### src/rtl/edge_est_pkg.sv
package edge_est_pkg;

    typedef enum logic [1:0] {
        ST_IDLE,
        ST_RUN,
        ST_FIN
    } est_state_e;

    // Pair layout: bit 1 = reference level, bit 0 = tap level.
    localparam logic [1:0] RISE_PAIR = 2'b10;

    typedef struct packed {
        logic rise;
        logic drop;
    } trend_t;

    function automatic logic is_rise_pair(input logic [1:0] pair);
        return pair == RISE_PAIR;
    endfunction

endpackage

### src/rtl/pair_sync.sv
module pair_sync #(
    parameter int WIDTH  = 2,
    parameter int STAGES = 2
) (
    input  logic             clk,
    input  logic             rst,
    input  logic [WIDTH-1:0] d_async,
    output logic [WIDTH-1:0] q_sync
);
    for (genvar b = 0; b < WIDTH; b++) begin : g_bit
        logic [STAGES-1:0] chain;
        always_ff @(posedge clk) begin
            if (rst) chain <= '0;
            else     chain <= {chain[STAGES-2:0], d_async[b]};
        end
        assign q_sync[b] = chain[STAGES-1];
    end
endmodule

### src/rtl/hit_counter.sv
module hit_counter #(
    parameter int SAMPLE_LOG2 = 10,
    parameter int CNT_W       = SAMPLE_LOG2 + 1
) (
    input  logic             clk,
    input  logic             rst,
    input  logic             clear,
    input  logic             enable,
    input  logic             hit,
    output logic [CNT_W-1:0] hits,
    output logic             last
);
    localparam int NSAMP = 1 << SAMPLE_LOG2;

    logic [SAMPLE_LOG2-1:0] idx;

    always_ff @(posedge clk) begin
        if (rst || clear) begin
            idx  <= '0;
            hits <= '0;
        end else if (enable) begin
            idx  <= idx + SAMPLE_LOG2'(1);
            hits <= hits + CNT_W'(hit);
        end
    end

    assign last = enable && (idx == SAMPLE_LOG2'(NSAMP - 1));

    assert_hits_bound_R3: assert property (@(posedge clk) disable iff (rst)
        hits <= CNT_W'(NSAMP));
endmodule

### src/rtl/edge_compare.sv
module edge_compare
    import edge_est_pkg::*;
#(
    parameter int SAMPLE_LOG2 = 10,
    parameter int PERIOD_PS   = 2500,
    parameter int EDGE_W      = 12,
    parameter int DELTA_W     = EDGE_W + 1,
    parameter int CNT_W       = SAMPLE_LOG2 + 1
) (
    input  logic                      clk,
    input  logic                      rst,
    input  logic                      fire,
    input  logic [CNT_W-1:0]          hits,
    input  logic [EDGE_W-1:0]         baseline,
    output logic                      done,
    output logic [EDGE_W-1:0]         edge_ps,
    output logic signed [DELTA_W-1:0] delta,
    output trend_t                    trend
);
    localparam int PROD_W = CNT_W + EDGE_W;

    logic [PROD_W-1:0]         prod;
    logic [EDGE_W-1:0]         edge_calc;
    logic signed [DELTA_W-1:0] diff;

    always_comb begin
        prod      = PROD_W'(hits) * PROD_W'(PERIOD_PS);
        edge_calc = EDGE_W'(prod >> SAMPLE_LOG2);
        diff      = DELTA_W'($signed({1'b0, edge_calc})) - DELTA_W'($signed({1'b0, baseline}));
    end

    always_ff @(posedge clk) begin
        if (rst) begin
            done    <= 1'b0;
            edge_ps <= '0;
            delta   <= '0;
            trend   <= '0;
        end else begin
            done <= fire;
            if (fire) begin
                edge_ps    <= edge_calc;
                delta      <= diff;
                trend.rise <= diff > 0;
                trend.drop <= diff < 0;
            end
        end
    end

    assert_done_pulse_R6: assert property (@(posedge clk) disable iff (rst)
        done |=> !done);
    assert_hold_outputs_R6: assert property (@(posedge clk) disable iff (rst)
        !done |-> ($stable(delta) && $stable(edge_ps) && $stable(trend)));
    assert_marks_exclusive_R5: assert property (@(posedge clk) disable iff (rst)
        !(trend.rise && trend.drop));
    assert_edge_range_R3: assert property (@(posedge clk) disable iff (rst)
        edge_ps <= EDGE_W'(PERIOD_PS));
endmodule

### src/rtl/edge_drift_estimator.sv
module edge_drift_estimator
    import edge_est_pkg::*;
#(
    parameter int SAMPLE_LOG2 = 10,
    parameter int PERIOD_PS   = 2500,
    parameter int EDGE_W      = $clog2(PERIOD_PS + 1),
    parameter int DELTA_W     = EDGE_W + 1
) (
    input  logic                      clk,
    input  logic                      rst,
    input  logic                      start,
    input  logic                      base_load,
    input  logic [EDGE_W-1:0]         base_value,
    input  logic [1:0]                pair_in,
    output logic                      done,
    output logic [EDGE_W-1:0]         edge_ps,
    output logic signed [DELTA_W-1:0] delta,
    output logic                      rise,
    output logic                      drop
);
    localparam int CNT_W = SAMPLE_LOG2 + 1;

    est_state_e        state;
    logic [1:0]        pair_s;
    logic [CNT_W-1:0]  hits;
    logic              last;
    logic              accept;
    logic [EDGE_W-1:0] baseline;
    trend_t            trend;

    pair_sync #(.WIDTH(2), .STAGES(2)) u_sync (
        .clk(clk), .rst(rst), .d_async(pair_in), .q_sync(pair_s)
    );

    assign accept = (state == ST_IDLE) && start;

    hit_counter #(.SAMPLE_LOG2(SAMPLE_LOG2), .CNT_W(CNT_W)) u_count (
        .clk(clk), .rst(rst), .clear(accept), .enable(state == ST_RUN),
        .hit(is_rise_pair(pair_s)), .hits(hits), .last(last)
    );

    always_ff @(posedge clk) begin
        if (rst) begin
            state    <= ST_IDLE;
            baseline <= '0;
        end else begin
            if (base_load) baseline <= base_value;
            unique case (state)
                ST_IDLE: if (start) state <= ST_RUN;
                ST_RUN:  if (last)  state <= ST_FIN;
                ST_FIN:             state <= ST_IDLE;
                default:            state <= ST_IDLE;
            endcase
        end
    end

    edge_compare #(
        .SAMPLE_LOG2(SAMPLE_LOG2), .PERIOD_PS(PERIOD_PS),
        .EDGE_W(EDGE_W), .DELTA_W(DELTA_W), .CNT_W(CNT_W)
    ) u_cmp (
        .clk(clk), .rst(rst), .fire(state == ST_FIN), .hits(hits),
        .baseline(baseline), .done(done), .edge_ps(edge_ps),
        .delta(delta), .trend(trend)
    );

    assign rise = trend.rise;
    assign drop = trend.drop;

    assert_busy_ignores_start_R8: assert property (@(posedge clk) disable iff (rst)
        (state == ST_RUN && start && !last) |=> (state == ST_RUN));
    assert_done_after_finish_R7: assert property (@(posedge clk) disable iff (rst)
        (state == ST_FIN) |=> done);
endmodule

### config.mk
export PLATFORM = sky130hd
export DESIGN_NAME = edge_drift_estimator
export DESIGN_NICKNAME = d
export VERILOG_FILES = /design/src/rtl/edge_est_pkg.sv /design/src/rtl/pair_sync.sv /design/src/rtl/hit_counter.sv /design/src/rtl/edge_compare.sv /design/src/rtl/edge_drift_estimator.sv
export SDC_FILE = /design/constraint.sdc
export NUM_CORES = 1
export LEC_CHECK = 0
export BUFFER_PORTS_ARGS = -buffer_cell sky130_fd_sc_hd__buf_2
export CORE_MARGIN = 2
export CORE_UTILIZATION = 40
export CTS_CLUSTER_DIAMETER = 80
export CTS_CLUSTER_SIZE = 40
export DETAILED_ROUTE_END_ITERATION = 12
export GPL_TIMING_DRIVEN = 0
export HOLD_SLACK_MARGIN = 0.08
export SETUP_SLACK_MARGIN = 0.05
export SYNTH_ARGS = -nofsm -noshare
export SYNTH_HDL_FRONTEND = slang
export SYNTH_HIERARCHICAL = 1
export SYNTH_SLANG_ARGS = --single-unit
### constraint.sdc
create_clock -name clk -period 8.5 [get_ports clk]
set_input_delay 0.85 -clock clk [delete_from_list [all_inputs] [get_ports clk]]
set_output_delay 0.85 -clock clk [all_outputs]
set_load 0.02 [all_outputs]
==> flow_summary.yaml <==
timing:
  setup_ws_ns: 1.917
  max_freq_ghz: 0.1519
  hold_viol_final: 0
  maxSlewViolCount: 0
  worst_hold_slack_ns: 0.4335
  min_period_ns: 6.583
  setup_violations: 0
  period_share_pct: 77.44
  fin_worst_skew_ns: 0.005367
  tightestPinTransition_ns: 0.7740
  slew_headroom_pct: 48.40
  setup_tns_ns: 0
  rsz0062_at_grt: "no"
cts:
  tritoncts: "done"
  clk_latency_ns: 0.34
  htreeDepth: 3
  clock_path_buffers: 2
  cts_resized: 0
  path_clk_slew_ns: 0.06
  root_buffer: "clkbuf_16"
  clock_sinks: 66
  cts_hold_buf: 0
  post_cts_buffers: 0
  cts_buffers: 9
grt:
  grt_pass1_vias: 3769
  grt_pass1_wl_mm: 18.31
  antenna_found_initial: 0
  gr-usage-met2_pct: 26.24
  grtUsageMet1_pct: 25.24
  grt.overflow.total: 0
  grtUsageMet3_pct: 3.743
  top_usage_layer: "met2"
  grt_max_degree: 13
  grt.total_usage_pct: 17.63
power:
  p_leak_nw: 2.721
  p_per_area_nw_per_um2: 138.8
  peakVddDrop_v: 0.0001035
  total_power_mw: 0.7832
final_layout:
  diodes: 0
  mostFrequentLayoutCells: "87 x inv_1, 66 x dfxtp_1, 66 x ha_1, 50 x nor2_1, 45 x buf_2"
  post-route-util_pct: 46.98
  final_common_cell: "inv_1"
  fin_nets: 727
  drive_gt1_share_pct: 12.26
  areaGrowthSynthToFinish_pct: 14.82
  n_fill_cell: 1188
setup_path:
  cp_max_fo: 8
  crit_path_frequent_cell: "inv_1"
  setup.worst_path.start_class: "flop"
  required_ns: 8.72
  crit_slowest_cell: "fa_1"
  end_kind: "flop"
  arrival_ns: 6.80
  worst-setup-path-type: "flop to flop"
  slowest_delay_ns: 0.56
synth:
  synth_area_leader_cell: "dfxtp_1"
  synth_edf_count: 0
  synthArstFlopShare_pct: 0
  ys_ff_latch: 66
  synth_top_area_share_pct: 26.88
  syn_nets: 671
  yosysSeqAreaShare_pct: 26.88
  synth_flop_cell: "dfxtp_1"
  yosys-top-cells-area: "dfxtp_1 27%, ha_1 17%, fa_1 8.1%"
  synth_cell_types: 60
  syn_area_per_cell_um2: 8.668
  syn_area_um2: 4915
  ys_warn_count: 6
  synth_cells: 567
route:
  vias: 4059
  via_per_inst: 5.237
  wl_per_cell_um: 14.08
  routed_wl_mm: 10.91
  detail_route.iter0.violations: 186
  antenna_left: 0
  first_pass_iters: 5
  drc: 0
floorplan:
  die_h_um: 114.8
  pin_count: 46
  rows: 40
  fp.coreArea_um2: 12010
  dieArea_um2: 13190
  initial_core_util_pct: 40.92
  die_x_um: 114.8
placement:
  portBuffers: 45
  gp_congestion: 0.8772
  hpwl_mm: 8.879
  pre_cts_slack_ns: 2.037
run_status:
  outcome: "complete, no violations"
run:
  drv_cap: 0
min_path:
  hp-class: "flop to flop"
cell families after synthesis:
logic type	after synthesis	synth area share, %
adder cells (fa/ha/maj)	86	24.95
multiplexers	24	4.888
buffers and inverters	107	8.630
AO/OA/AOI/OAI	104	14.31
AND/OR/NAND/NOR	152	15.35
flip-flops	66	26.88
XOR/XNOR	28	4.990
where the power goes:
group | switching (mW) | total, mW | leakage (nW) | internal, mW
registers | 0.00334 | 0.318 | 0.535 | 0.315
logic | 0.0414 | 0.0716 | 2.03 | 0.0302
clock network | 0.138 | 0.394 | 0.151 | 0.256
metal layers:
metal / up-vias / part of all wire [%]
li1: 2063 / -
met1: 1905 / 52
met2: 83 / 43
met3: 8 / 4.2
met4: 0 / 1.3
met5: - / 0
layout make-up:
type	instances	area [µm²]	share of cell area (%)
buffer	19	93.84	1.663
clock buffer	9	225.2	3.991
clock inverter	7	93.84	1.663
inverter	88	330.3	5.854
multi-input combinational	394	3169	56.16
sequential	66	1321	23.41
tap	147	183.9	3.259
timing repair buffer	45	225.2	3.991
synth_stat cells (6+ instances only):
| library cell | instances |
|---|---|
| dfxtp_1 | 66 |
| fa_1 | 20 |
| clkbuf_1 | 13 |
| o21ai_0 | 19 |
| nand4_1 | 11 |
| xnor2_1 | 15 |
| o21a_1 | 6 |
| a21oi_1 | 27 |
| xor2_1 | 13 |
| nor2b_1 | 9 |
| nand2_1 | 32 |
| inv_1 | 87 |
| or3_1 | 8 |
| mux2i_1 | 24 |
| ha_1 | 66 |
| o211ai_1 | 8 |
| nor3_1 | 7 |
| o31ai_1 | 7 |
| nand3_1 | 10 |
| nor2_1 | 50 |
sequential cells by signal, summed over array words and instances (netlist names):
signal and cells:
baseline 12, state 2, u_cmp/delta 13, u_cmp/done 1, u_cmp/edge_ps 12, u_cmp/trend 1
u_count/hits 11, u_count/idx 10, u_sync/g_bit.chain 4
through the flow:
step	instances	area (µm²)
after floorplan	567	4915
after global placement	759	5324
after detailed placement	759	5324
after CTS	775	5643
after global routing	775	5643
final	775	5643
path summary, 6_finish.rpt:
check	start	slack [ns]	endpoint	cells past startpoint
worst max-delay path	u_count/hits[4]	1.92	u_cmp/trend[1]	25
worst min-delay path	u_sync/g_bit[1].chain[0]	0.43	u_sync/g_bit[1].chain[1]	1
worst max register to register	u_count/hits[4]	1.92	u_cmp/trend[1]	25
worst min register to register	u_sync/g_bit[1].chain[0]	0.43	u_sync/g_bit[1].chain[1]	1
worst max-delay path, delay by kind of cell, from the launching register on:
kind,cells,cell delay (ns)
fa+ha+maj,7,2.74
compound gates,9,2.28
buf+inv,8,0.67
flops,1,0.49
xor+xnor,1,0.25
Power figures use the tool's default switching activity.
